--- config.mk ---
export PLATFORM = sky130hd
export DESIGN_NAME = ecc_err_capture
export DESIGN_NICKNAME = d
export VERILOG_FILES = /design/src/rtl/ecc_cap_pkg.sv /design/src/rtl/ecc_cap_ctl.sv /design/src/rtl/ecc_cap_latch.sv /design/src/rtl/ecc_cap_req.sv /design/src/rtl/ecc_err_capture.sv
export SDC_FILE = /design/constraint.sdc
export NUM_CORES = 1
export LEC_CHECK = 0
export ABC_AREA = 0
export BUFFER_PORTS_ARGS = -buffer_cell sky130_fd_sc_hd__buf_4
export CAP_MARGIN = 20
export CORE_ASPECT_RATIO = 1.4
export CORE_UTILIZATION = 33
export DETAILED_ROUTE_END_ITERATION = 10
export GPL_TIMING_DRIVEN = 1
export PLACE_DENSITY_LB_ADDON = 0.1
export SLEW_MARGIN = 20
export SYNTH_ARGS = -nofsm -noshare
export SYNTH_HDL_FRONTEND = slang
export SYNTH_HIERARCHICAL = 1
export SYNTH_SLANG_ARGS = --single-unit
--- constraint.sdc ---
create_clock -name clk -period 1.5 [get_ports clk]
set_clock_uncertainty 0.05 [all_clocks]
set_input_delay 0.3 -clock clk [delete_from_list [all_inputs] [get_ports clk]]
set_output_delay 0.3 -clock clk [all_outputs]
set_load 0.1 [all_outputs]
--- src/rtl/ecc_cap_pkg.sv ---
package ecc_cap_pkg;
    localparam int REG_W     = 32;
    localparam int SYN_W     = 8;
    localparam int EA_W      = 19;
    localparam int BIT_SBE   = 0;
    localparam int BIT_MBE   = 1;
    localparam int BIT_NMI   = 2;
    localparam int BIT_BUS   = 3;
    localparam int SYN_LSB   = 4;
    localparam int EA_LSB    = SYN_LSB + SYN_W;
    localparam int BIT_SCRUB = EA_LSB + EA_W;

    typedef struct packed {
        logic             sbe;
        logic             mbe;
        logic [EA_W-1:0]  ea;
        logic [SYN_W-1:0] syn;
    } cap_t;

    typedef struct packed {
        logic scrub_dis;
        logic bus_en;
        logic nmi_en;
    } ctl_t;
endpackage

--- src/rtl/ecc_cap_ctl.sv ---
module ecc_cap_ctl
    import ecc_cap_pkg::*;
(
    input  logic clk,
    input  logic rst_n,
    input  logic wr,
    input  ctl_t wr_val,
    output ctl_t ctl_q
);
    ctl_t ctl_d;

    always_comb begin
        ctl_d = ctl_q;
        if (wr) begin
            ctl_d = wr_val;
        end
    end

    always_ff @(posedge clk or negedge rst_n) begin
        if (!rst_n) ctl_q <= '0;
        else        ctl_q <= ctl_d;
    end

    AST_CTL_WRITE_ONLY: assert property (@(posedge clk) disable iff (!rst_n)
        !wr |=> $stable(ctl_q));
endmodule

--- src/rtl/ecc_cap_latch.sv ---
module ecc_cap_latch
    import ecc_cap_pkg::*;
(
    input  logic             clk,
    input  logic             rst_n,
    input  logic             ev_sbe,
    input  logic             ev_mbe,
    input  logic [EA_W-1:0]  ev_ea,
    input  logic [SYN_W-1:0] ev_syn,
    input  logic             clr,
    output cap_t             cap_q
);
    cap_t cap_d;
    logic held;

    assign held = cap_q.sbe | cap_q.mbe;

    always_comb begin
        cap_d = cap_q;
        if (held) begin
            if (clr) begin
                cap_d.sbe = 1'b0;
                cap_d.mbe = 1'b0;
            end
        end else if (ev_sbe | ev_mbe) begin
            cap_d.mbe = ev_mbe;
            cap_d.sbe = ev_sbe & ~ev_mbe;
            cap_d.ea  = ev_ea;
            cap_d.syn = ev_syn;
        end
    end

    always_ff @(posedge clk or negedge rst_n) begin
        if (!rst_n) cap_q <= '0;
        else        cap_q <= cap_d;
    end

    AST_STATUS_EXCL: assert property (@(posedge clk) disable iff (!rst_n)
        $onehot0({cap_q.sbe, cap_q.mbe}));
    AST_RECORD_FROZEN: assert property (@(posedge clk) disable iff (!rst_n)
        (held && !clr) |=> $stable(cap_q));
    AST_CLEAR_BOTH: assert property (@(posedge clk) disable iff (!rst_n)
        (held && clr) |=> (!cap_q.sbe && !cap_q.mbe));
    AST_MBE_WINS: assert property (@(posedge clk) disable iff (!rst_n)
        (!held && ev_mbe) |=> (cap_q.mbe && !cap_q.sbe));
    AST_SBE_LOAD: assert property (@(posedge clk) disable iff (!rst_n)
        (!held && ev_sbe && !ev_mbe) |=> (cap_q.sbe && cap_q.syn == $past(ev_syn)));
endmodule

--- src/rtl/ecc_cap_req.sv ---
module ecc_cap_req
    import ecc_cap_pkg::*;
(
    input  logic clk,
    input  logic rst_n,
    input  logic ev_sbe,
    input  logic ev_mbe,
    input  logic st_sbe,
    input  logic st_mbe,
    input  ctl_t ctl,
    output logic nmi_req,
    output logic buserr_req,
    output logic scrub_req
);
    typedef struct packed {
        logic scrub;
    } req_t;

    req_t req_d, req_q;

    always_comb begin
        req_d       = req_q;
        req_d.scrub = ev_sbe & ~ev_mbe & ~ctl.scrub_dis;
    end

    always_ff @(posedge clk or negedge rst_n) begin
        if (!rst_n) req_q <= '0;
        else        req_q <= req_d;
    end

    assign scrub_req  = req_q.scrub;
    assign nmi_req    = st_sbe & ctl.nmi_en;
    assign buserr_req = st_mbe & ctl.bus_en;

    AST_SCRUB_CAUSE: assert property (@(posedge clk) disable iff (!rst_n)
        scrub_req |-> $past(ev_sbe && !ev_mbe && !ctl.scrub_dis));
    AST_NMI_DROPS: assert property (@(posedge clk) disable iff (!rst_n)
        !st_sbe |-> !nmi_req);
    AST_BUS_DROPS: assert property (@(posedge clk) disable iff (!rst_n)
        !st_mbe |-> !buserr_req);
endmodule

--- src/rtl/ecc_err_capture.sv ---
module ecc_err_capture
    import ecc_cap_pkg::*;
#(
    parameter int ADDR_W = 32
) (
    input  logic              clk,
    input  logic              rst_n,
    input  logic              ev_sbe,
    input  logic              ev_mbe,
    input  logic [ADDR_W-1:0] ev_addr,
    input  logic [SYN_W-1:0]  ev_syn,
    input  logic              reg_wr,
    input  logic [REG_W-1:0]  reg_wdata,
    output logic [REG_W-1:0]  reg_rdata,
    output logic              nmi_req,
    output logic              buserr_req,
    output logic              scrub_req
);
    localparam int EA_TOP = ADDR_W - 1;
    localparam int EA_BOT = ADDR_W - EA_W;

    ctl_t ctl_q;
    ctl_t ctl_wr;
    cap_t cap_q;
    logic clr;
    logic unused_bits;

    assign ctl_wr.scrub_dis = reg_wdata[BIT_SCRUB];
    assign ctl_wr.bus_en    = reg_wdata[BIT_BUS];
    assign ctl_wr.nmi_en    = reg_wdata[BIT_NMI];
    assign clr              = reg_wr & (reg_wdata[BIT_SBE] | reg_wdata[BIT_MBE]);
    assign unused_bits      = ^{reg_wdata[BIT_SCRUB-1:SYN_LSB], ev_addr[EA_BOT-1:0]};

    ecc_cap_ctl u_ctl (
        .clk    (clk),
        .rst_n  (rst_n),
        .wr     (reg_wr),
        .wr_val (ctl_wr),
        .ctl_q  (ctl_q)
    );

    ecc_cap_latch u_latch (
        .clk    (clk),
        .rst_n  (rst_n),
        .ev_sbe (ev_sbe),
        .ev_mbe (ev_mbe),
        .ev_ea  (ev_addr[EA_TOP:EA_BOT]),
        .ev_syn (ev_syn),
        .clr    (clr),
        .cap_q  (cap_q)
    );

    ecc_cap_req u_req (
        .clk        (clk),
        .rst_n      (rst_n),
        .ev_sbe     (ev_sbe),
        .ev_mbe     (ev_mbe),
        .st_sbe     (cap_q.sbe),
        .st_mbe     (cap_q.mbe),
        .ctl        (ctl_q),
        .nmi_req    (nmi_req),
        .buserr_req (buserr_req),
        .scrub_req  (scrub_req)
    );

    always_comb begin
        reg_rdata                           = '0;
        reg_rdata[BIT_SCRUB]                = ctl_q.scrub_dis;
        reg_rdata[BIT_SCRUB-1:EA_LSB]       = cap_q.ea;
        reg_rdata[EA_LSB-1:SYN_LSB]         = cap_q.syn;
        reg_rdata[BIT_BUS]                  = ctl_q.bus_en;
        reg_rdata[BIT_NMI]                  = ctl_q.nmi_en;
        reg_rdata[BIT_MBE]                  = cap_q.mbe;
        reg_rdata[BIT_SBE]                  = cap_q.sbe;
    end
endmodule

==> results.tsv, run 1 <==
stage	metric	value	unit
run_status	run_status	complete, no violations	
floorplan	coreArea	0.00368	mm²
yosys	async_flop_share	1.00	
critical_path	reg2reg_slack	0.03	ns
final_layout	final_cell_mix	buf_4, mux2_2, dfrtp_1, clkbuf_8, clkbuf_1	
clocking	root_buffer	clkbuf_8	
placed_design	dpl.cell_count	189	
critical_path	arrival	1.12	ns
yosys	ys.flop_type	dfrtp_1	
critical_path	cpPeakStageDelay	0.51	ns
critical_path	r2r_end	u_latch/cap_q[28]	
timing	relSlewSlack	0.726	
yosys	netlist_area	0.00127	mm²
timing	setup_viol	0	
hold_path	whs_path_depth	2	
critical_path	required	1.15	ns
placed_design	gp_congestion	0.652	
placed_design	place_ws	0.0392	ns
clocking	clkSlewWorstSetupHoldPaths	0.06	ns
yosys	yosys.area.top_type	dfrtp_1	
timing	period_share	0.980	
timing	min_period	1.47	ns
clocking	cts-buffers-inserted	5	
floorplan	die_x	54.5	µm
placed_design	dpl_cell_area	0.00186	mm²
global_routing	grt_antenna_before_repair	0	
critical_path	path_cells	and2_4, buf_12	
floorplan	start_util	0.346	
critical_path	cp_num_buf_inv	1	
clocking	cts_sinks	33	
timing	setup_slack	0.0296	ns
final_layout	seqCellArea	836	µm²
critical_path	worstSetupEndpointType	output pin	
clocking	ctsHtreeMaxLevel	2	
critical_path	path_class	reg2out	
final_layout	drive_gt1_frac	0.745	
hold_path	hold_path.class	in2reg	
yosys	synth-adder-area-share	0	
yosys	ys_seq_area_frac	0.650	
floorplan	pin_count	112	
critical_path	start_kind	flip-flop	
global_routing	grt_max_degree	34	
clocking	ctsLongestPathBuffers	2	
route	vias	922	
final_layout	fin_nets	233	
yosys	synth_top_area_share	0.650	
global_routing	grt_pass1_vias	949	
route	viasPerCell	4.63	
timing	final-hold-violation-count	0	
yosys	synth_cells	76	
final_layout	multi_input_area	424	µm²
yosys	yosysWarnings	6	
timing	rsz0062_at_grt	yes	
yosys	synth.area.mux_share	0.274	
yosys	synth_cell_type_count	14	
yosys	synth_compound_area_frac	0.00984	
floorplan	fp.dieH	75.4	µm
floorplan	rows	26	
hold_path	holdCritStartpoint	ev_mbe	
global_routing	gr-total-overflow	0	
critical_path	crit_fanout	5	
final_layout	final_common_cell	buf_4	
route	wl	2520	µm
yosys	syn_nets	153	
critical_path	crit_family	flip-flops	
floorplan	dieArea	0.00411	mm²
timing	max_slew.worst_pin.slew	0.411	ns
yosys	synth_edf_count	0	
yosys	avgSynthCellArea	16.7	µm²
clocking	cts_tree	built	
global_routing	grt_usage	0.136	
route	dr.first_iter.drc_count	11	
critical_path	reg2reg_from	u_latch/cap_q[27]	
run	cap_violations	0	
yosys	synthSimpleGateAreaFrac	0.0463	
final_layout	finish.instance_area	0.00199	mm²
final_layout	n_antenna_cell	0	
placed_design	io_buffers	71	
yosys	synth_xor_area_frac	0	
final_layout	instances_no_fill	199	
timing	max_freq	0.680	GHz
route	drt_pass1_iterations	3	
critical_path	crit_slowest_cell	dfrtp_4	
clocking	clock_latency	0.27	ns
route	remaining_drc_errors	0	
final_layout	num-fill-cells	319	
global_routing	grt_pass1_wl	3890	µm
critical_path	ff2ff_path_depth	3	
hold_path	holdPathEnd	u_req/scrub_req	
final_layout	area_delta_synth_final	56.6	%
yosys	synth_top_family_by_area	multiplexers	
yosys	synthTopCellsByArea	dfrtp_1, mux2_2, buf_6	
yosys	ys_seq_elements	33	
placed_design	place_hpwl	1870	µm
route	wire_per_inst	12.7	µm
timing	slew_viol_final	0	
route	drtAntennaViolNets	0	
[stage by stage]
stage / hold slack (ns) / TNS, ns / utilization
floorplan: -0.0456 / -4.58 / -
global placement: 0.214 / 0 / 0.506
detailed placement: 0.217 / 0 / 0.506
CTS: 0.144 / 0 / 0.541
global route: 0.146 / -0.462 / 0.542
finish: 0.154 / 0 / 0.542
[synthesized netlist by cell type (2+ instances only)]
cell and number:
and2_1 2, buf_6 2, dfrtp_1 33, mux2_2 29
[layout make-up]
cell class                      count  share of cell area
Clock buffer                        8              0.0402
Timing Repair Buffer               75               0.299
Sequential cell                    33               0.420
Inverter                            1             0.00189
Tap cell                           42              0.0264
Multi-Input combinational cell     40               0.213
[cell families (layout without fill, tap and decap cells)]
logic type | Yosys count | count (layout)
buffers and inverters | 3 | 84
AOI/OAI and AO/OA | 2 | 2
and+or+nand+nor | 7 | 7
muxes | 31 | 31
DFF | 33 | 33
[registers in the layout (all words and copies together), names as in the netlist]
| signal | flops |
|---|---|
| u_latch/cap_q | 29 |
| u_ctl/ctl_q | 3 |
| u_req/scrub_req | 1 |
[how the worst max path moves through the flow]
stage	slack [ns]	cells past startpoint	startpoint	endpoint
CTS	0.001	3	u_latch/cap_q[27]	u_latch/cap_q[28]
floorplan	-0.20	3	u_latch/cap_q[28]	u_latch/cap_q[0]
detailed placement	0.04	3	u_latch/cap_q[28]	u_latch/cap_q[2]
global placement	0.05	3	u_latch/cap_q[28]	u_latch/cap_q[0]
finish	0.03	2	u_latch/cap_q[28]	nmi_req
global route	-0.03	3	u_latch/cap_q[28]	u_latch/cap_q[14]
[layer usage]
layer  vias to the layer above  routed length (µm)  track usage
met5                         -                   0            0
met4                         0                  49       0.0684
met3                         6                 200       0.0499
met2                        48                1300        0.236
met1                       439                 965        0.140
li1                        429                   -            -
[what timing repair did]
action                                 in CTS  in global routing
hold buffers                                1                  0
setup endpoints to repair                   2                 28
endpoints found under the hold margin      33                  0
resized for setup                           8                  2
setup buffers                               1                  0
Power of run 1 is not shown: default switching activity piles up to over one toggle a cycle in this logic, so the estimate is an artifact.
==> inputs of run 2 (changes only) <==
--- a/config.mk
+++ b/config.mk
@@ -9,7 +9,7 @@
 export BUFFER_PORTS_ARGS = -buffer_cell sky130_fd_sc_hd__buf_4
 export CAP_MARGIN = 20
 export CORE_ASPECT_RATIO = 1.4
-export CORE_UTILIZATION = 33
+export CORE_UTILIZATION = 37
 export DETAILED_ROUTE_END_ITERATION = 10
 export GPL_TIMING_DRIVEN = 1
 export PLACE_DENSITY_LB_ADDON = 0.1
==> constraint.sdc (replaced) <==
create_clock -name clk -period 1.47 [get_ports clk]
set_clock_uncertainty 0.05 [all_clocks]
set_input_delay 0.294 -clock clk [delete_from_list [all_inputs] [get_ports clk]]
set_output_delay 0.294 -clock clk [all_outputs]
set_load 0.1 [all_outputs]
==> results.tsv, run 2 (synthesized netlist as in run 1, its figures left out) <==
stage	metric	value	unit	change
run_status	run_status	complete, no violations		
final_layout	drive_gt1_frac	0.745		unchanged
clocking	ctsHtreeMaxLevel	2		unchanged
global_routing	grt_usage	0.153		+0.0169
placed_design	gp_congestion	0.733		+13%
clocking	clkSlewWorstSetupHoldPaths	0.06	ns	about the same
clocking	clock_latency	0.27	ns	about the same
final_layout	final_common_cell	buf_4		
route	drtAntennaViolNets	0		unchanged
final_layout	area_delta_synth_final	56.9	%	
global_routing	gr-total-overflow	0		unchanged
clocking	cts-buffers-inserted	5		unchanged
timing	tns	0	ns	unchanged
final_layout	fin_nets	233		unchanged
timing	rsz0062_at_grt	yes		
critical_path	start_kind	flip-flop		
timing	slew_viol_final	0		unchanged
final_layout	final_cell_mix	buf_4, mux2_2, dfrtp_1, clkbuf_8		
route	met1_length	875	µm	-9.3%
route	viasPerCell	4.62		-0.34%
route	dr.first_iter.drc_count	12		+1
placed_design	io_buffers	71		unchanged
critical_path	required	1.13	ns	-0.02 ns
route	met2_length	1370	µm	+5.3%
route	remaining_drc_errors	0		unchanged
global_routing	grt_antenna_before_repair	0		unchanged
run	cap_violations	0		unchanged
critical_path	startpoint	u_latch/cap_q[27]		
floorplan	die_x	51.5	µm	-5.4%
final_layout	largest_reg_flops	29		unchanged
route	top_layer	met4		
critical_path	worstSetupEndpointType	output pin		
timing	relSlewSlack	0.728		+0.00200
critical_path	reg2reg_from	u_latch/cap_q[27]		
timing	setup_viol	0		unchanged
critical_path	r2r_end	u_latch/cap_q[28]		
critical_path	ff2ff_path_depth	3		unchanged
critical_path	path_class	reg2out		
route	drt_pass1_iterations	2		-1
clocking	root_buffer	clkbuf_8		
critical_path	reg2reg_slack	0.02	ns	about the same
clocking	cts_tree	built		
critical_path	arrival	1.12	ns	about the same
floorplan	coreArea	0.00318	mm²	-13%
global_routing	grt_pass1_vias	948		-0.11%
final_layout	n_antenna_cell	0		unchanged
floorplan	start_util	0.399		+0.0536
timing	fin_hold_ws	0.147	ns	-0.00659 ns
final_layout	top_register	u_latch/cap_q		
route	wire_per_inst	12.7	µm	+0.12%
timing	max_freq	0.685	GHz	
critical_path	crit_fanout	4		-1
global_routing	grt_max_degree	34		unchanged
global_routing	grt_pass1_wl	4070	µm	+4.6%
route	wl	2490	µm	-1.4%
floorplan	fp.dieH	71.4	µm	-5.4%
route	vias	905		-1.8%
timing	period_share	0.993		
placed_design	place_hpwl	1870	µm	+0.26%
timing	final-hold-violation-count	0		unchanged
final_layout	post-route-util	0.627		+0.0850
critical_path	endpoint	buserr_req		
floorplan	rows	24		-7.7%
timing	max_slew.worst_pin.slew	0.408	ns	-0.00300 ns
final_layout	num-fill-cells	252		-21%
floorplan	dieArea	0.00368	mm²	-10%
clocking	ctsLongestPathBuffers	2		unchanged
floorplan	pin_count	112		unchanged
final_layout	seqCellArea	836	µm²	unchanged
final_layout	multi_input_area	424	µm²	unchanged
route	wl_met3	216	µm	+8.0%
hold_path	hold_path.class	in2reg		
timing	min_period	1.46	ns	
clocking	cts_sinks	33		unchanged
==> run 2: cell counts in the layout (fill, tap and decap cells not counted) <==
Identical to the previous run, type by type.
==> run 2: per-layer routing <==
layer  GRT usage  up-vias
met5           0        -
met4      0.0631        0
met3      0.0658        2
met2       0.267       45
met1       0.156      431
li1            -      427
==> run 2: layout make-up <==
| class | count | share of cell area |
|---|---|---|
| Sequential cell | 33 | 0.419 |
| Inverter | 1 | 0.00188 |
| Multi-Input combinational cell | 40 | 0.213 |
| Clock buffer | 8 | 0.0402 |
| Timing Repair Buffer | 75 | 0.302 |
| Tap cell | 39 | 0.0245 |
==> run 2: worst max-delay path: stages, from the launching register on <==
cell     delay [ns]
dfrtp_4        0.50
and2_4         0.18
buf_12         0.16
==> run 2: through the flow <==
step,cell area [µm²],std cells,setup WS (ns)
2_1_floorplan,1280,76,-0.232
3_3_place_gp,1860,186,0.0345
3_5_place_dp,1860,186,0.0126
4_1_cts,1990,196,-0.00306
5_1_grt,1990,196,-0.0387
6_report,1990,196,0.00985
==> run 2: how the worst min path moves through the flow <==
| stage | from | end | slack (ns) | cells past startpoint |
|---|---|---|---|---|
| after floorplan | rst_n | u_ctl/ctl_q[0] | -0.05 | 0 |
| after global placement | rst_n | u_latch/cap_q[26] | 0.20 | 1 |
| after detailed placement | rst_n | u_latch/cap_q[3] | 0.21 | 1 |
| after CTS | ev_mbe | u_req/scrub_req | 0.14 | 2 |
| after global routing | ev_mbe | u_req/scrub_req | 0.15 | 2 |
| final | ev_mbe | u_req/scrub_req | 0.15 | 2 |
==> run 2: repair_timing <==
item / 4_1_cts / 5_1_grt
buffers inserted: 1 / 0
gates cloned: 0 / 0
pin swaps: 1 / 0
endpoints found under the hold margin: 33 / 0
hold buffers: 1 / 0
setup endpoints to repair: 2 / 30
gates resized for setup: 10 / 2
Power of run 2 is left out for the same reason.
==> inputs of run 3 (changes only) <==
--- a/config.mk
+++ b/config.mk
@@ -6,7 +6,7 @@
 export NUM_CORES = 1
 export LEC_CHECK = 0
 export ABC_AREA = 0
-export BUFFER_PORTS_ARGS = -buffer_cell sky130_fd_sc_hd__buf_4
+export BUFFER_PORTS_ARGS = -buffer_cell sky130_fd_sc_hd__buf_2
 export CAP_MARGIN = 20
 export CORE_ASPECT_RATIO = 1.4
 export CORE_UTILIZATION = 37
==> constraint.sdc (replaced) <==
create_clock -name clk -period 1.37 [get_ports clk]
set_clock_uncertainty 0.05 [all_clocks]
set_input_delay 0.274 -clock clk [delete_from_list [all_inputs] [get_ports clk]]
set_output_delay 0.274 -clock clk [all_outputs]
set_load 0.1 [all_outputs]
==> results.tsv, run 3 (synthesized netlist as in run 1, its figures left out) <==
stage	metric	value	unit	change
route	dr.first_iter.drc_count	5		-7
placed_design	place_hpwl	2400	µm	+28%
route	drtAntennaViolNets	0		unchanged
global_routing	use_met1	0.187		+0.0316
route	drt_pass1_iterations	2		unchanged
clocking	root_buffer	clkbuf_8		
critical_path	crit_family	flip-flops		
floorplan	rows	24		unchanged
critical_path	start_kind	flip-flop		
critical_path	required	1.48	ns	+0.35 ns
critical_path	path_cells	buf_4, nor3_4, buf_6, mux2_2		
critical_path	cp_num_buf_inv	2		+1
critical_path	reg2reg_slack	-0.19	ns	-0.21 ns
floorplan	coreArea	0.00318	mm²	unchanged
hold_path	hold_path.class	in2reg		
clocking	ctsLongestPathBuffers	2		unchanged
placed_design	dpl.cell_count	192		+3.2%
critical_path	r2r_end	u_latch/cap_q[8]		
floorplan	dieArea	0.00368	mm²	unchanged
pwr	totalPowerFinal	7180	µW	
final_layout	instances_no_fill	205		+4.6%
timing	max_slew.worst_pin.slew	0.387	ns	-0.0210 ns
route	wl	2970	µm	+20%
timing	period_share	1.14		
hold_path	holdPathEnd	u_latch/cap_q[23]		
final_layout	area_delta_synth_final	90.0	%	
critical_path	path_class	reg2reg		
clocking	cts_sinks	33		unchanged
critical_path	cpPeakStageDelay	0.48	ns	-0.02 ns
route	viasPerCell	4.68		+1.3%
timing	final-hold-violation-count	0		unchanged
global_routing	met2_usage	0.342		+0.0750
run	cap_violations	0		unchanged
route	vias	959		+6.0%
clocking	clock_latency	0.28	ns	about the same
clocking	ctsHtreeMaxLevel	2		unchanged
run_status	run_status	finished, violations left		
hold_path	holdCritStartpoint	ev_addr[28]		
clocking	cts_tree	built		
global_routing	grt_pass1_vias	1081		+14%
global_routing	grt_antenna_before_repair	0		unchanged
final_layout	largest_reg_flops	29		unchanged
final_layout	n_antenna_cell	0		unchanged
critical_path	worstSetupEndpointType	flip-flop		
route	remaining_drc_errors	0		unchanged
global_routing	gr-usage-met3	0.0637		-0.00212
final_layout	final_cell_mix	buf_2, buf_12, mux2_2, dfrtp_1		
final_layout	fin_nets	242		+3.9%
route	wire_per_inst	14.5	µm	+14%
final_layout	top_register	u_latch/cap_q		
placed_design	io_buffers	71		unchanged
final_layout	drive_gt1_frac	0.765		+0.0198
floorplan	pin_count	112		unchanged
final_layout	num-fill-cells	224		-11%
timing	rsz0062_at_grt	yes		
hold_path	whs_path_depth	2		unchanged
floorplan	fp.dieH	71.4	µm	unchanged
pwr	p_per_area	2970	mW/mm²	
placed_design	gp_congestion	0.688		-6.2%
timing	min_period	1.56	ns	
critical_path	crit_slowest_cell	dfrtp_4		
floorplan	die_x	51.5	µm	unchanged
critical_path	ff2ff_path_depth	4		+1
clocking	clkSlewWorstSetupHoldPaths	0.06	ns	about the same
critical_path	arrival	1.67	ns	+0.55 ns
timing	relSlewSlack	0.742		+0.0140
pwr	p_leak	0.00112	µW	
global_routing	grt_max_degree	19		-44%
timing	setup_slack	-0.194	ns	-0.203 ns
critical_path	crit_fanout	13		+9
global_routing	grt_pass1_wl	4990	µm	+23%
timing	setup_viol	32		+32
global_routing	busiest_layer	met2		
critical_path	reg2reg_from	u_latch/cap_q[28]		
run_status	violations	negative setup slack		
clocking	cts-buffers-inserted	5		unchanged
floorplan	start_util	0.399		unchanged
timing	max_freq	0.640	GHz	
global_routing	gr-total-overflow	0		unchanged
global_routing	grt_usage	0.188		+0.0349
pwr	ir_drop	2240	µV	
timing	slew_viol_final	0		unchanged
[run 3: timing repair]
| action | CTS | global route |
|---|---|---|
| gates cloned | 0 | 0 |
| gates resized for setup | 8 | 0 |
| setup endpoints to repair | 32 | 32 |
| endpoints found under the hold margin | 15 | 0 |
| hold buffers | 1 | 0 |
| setup buffers | 3 | 1 |
[run 3: cell type report]
class	instances	area, µm²	share of cell area
timing repair buffer	84	1010	0.419
sequential	33	836	0.346
multi-input combinational	40	424	0.176
clock buffer	8	90.1	0.0373
tap	39	48.8	0.0202
inverter	1	3.75	0.00155
[run 3: worst max-delay path by stage]
stage | startpoint | endpoint | slack (ns) | cells after the start
finish | u_latch/cap_q[28] | u_latch/cap_q[8] | -0.19 | 4
CTS | u_latch/cap_q[28] | u_latch/cap_q[15] | -0.20 | 4
global route | u_latch/cap_q[28] | u_latch/cap_q[0] | -0.26 | 4
floorplan | u_latch/cap_q[28] | u_latch/cap_q[0] | -0.33 | 3
detailed placement | u_latch/cap_q[28] | u_latch/cap_q[15] | -0.1 | 3
global placement | u_latch/cap_q[28] | u_latch/cap_q[7] | -0.06 | 3
[run 3: power breakdown]
group          switching, µW  total, µW  internal [µW]
Sequential               364       1690           1320
Combinational           3000       4770           1770
Clock                    316        725            409
Total                   3680       7180           3500
[run 3: layer usage]
metal	part of all wire	routed length [µm]
met1	0.33	979
met5	0	0
met2	0.57	1710
met4	0.022	65
met3	0.074	220
[run 3: metrics by stage]
step           cell area [µm²]  utilization  TNS (ns)  setup WS [ns]  hold WS, ns
2_1_floorplan             1280            -     -8.41         -0.332      -0.0716
5_1_grt                   2410        0.759     -7.47         -0.263        0.166
3_5_place_dp              2260        0.711     -2.20        -0.0992        0.166
4_1_cts                   2410        0.756     -5.65         -0.198        0.168
6_report                  2410        0.759     -5.60         -0.194        0.174
3_3_place_gp              2260        0.711     -1.52        -0.0595        0.160
Note: power is estimated with default switching activity, not from simulation.
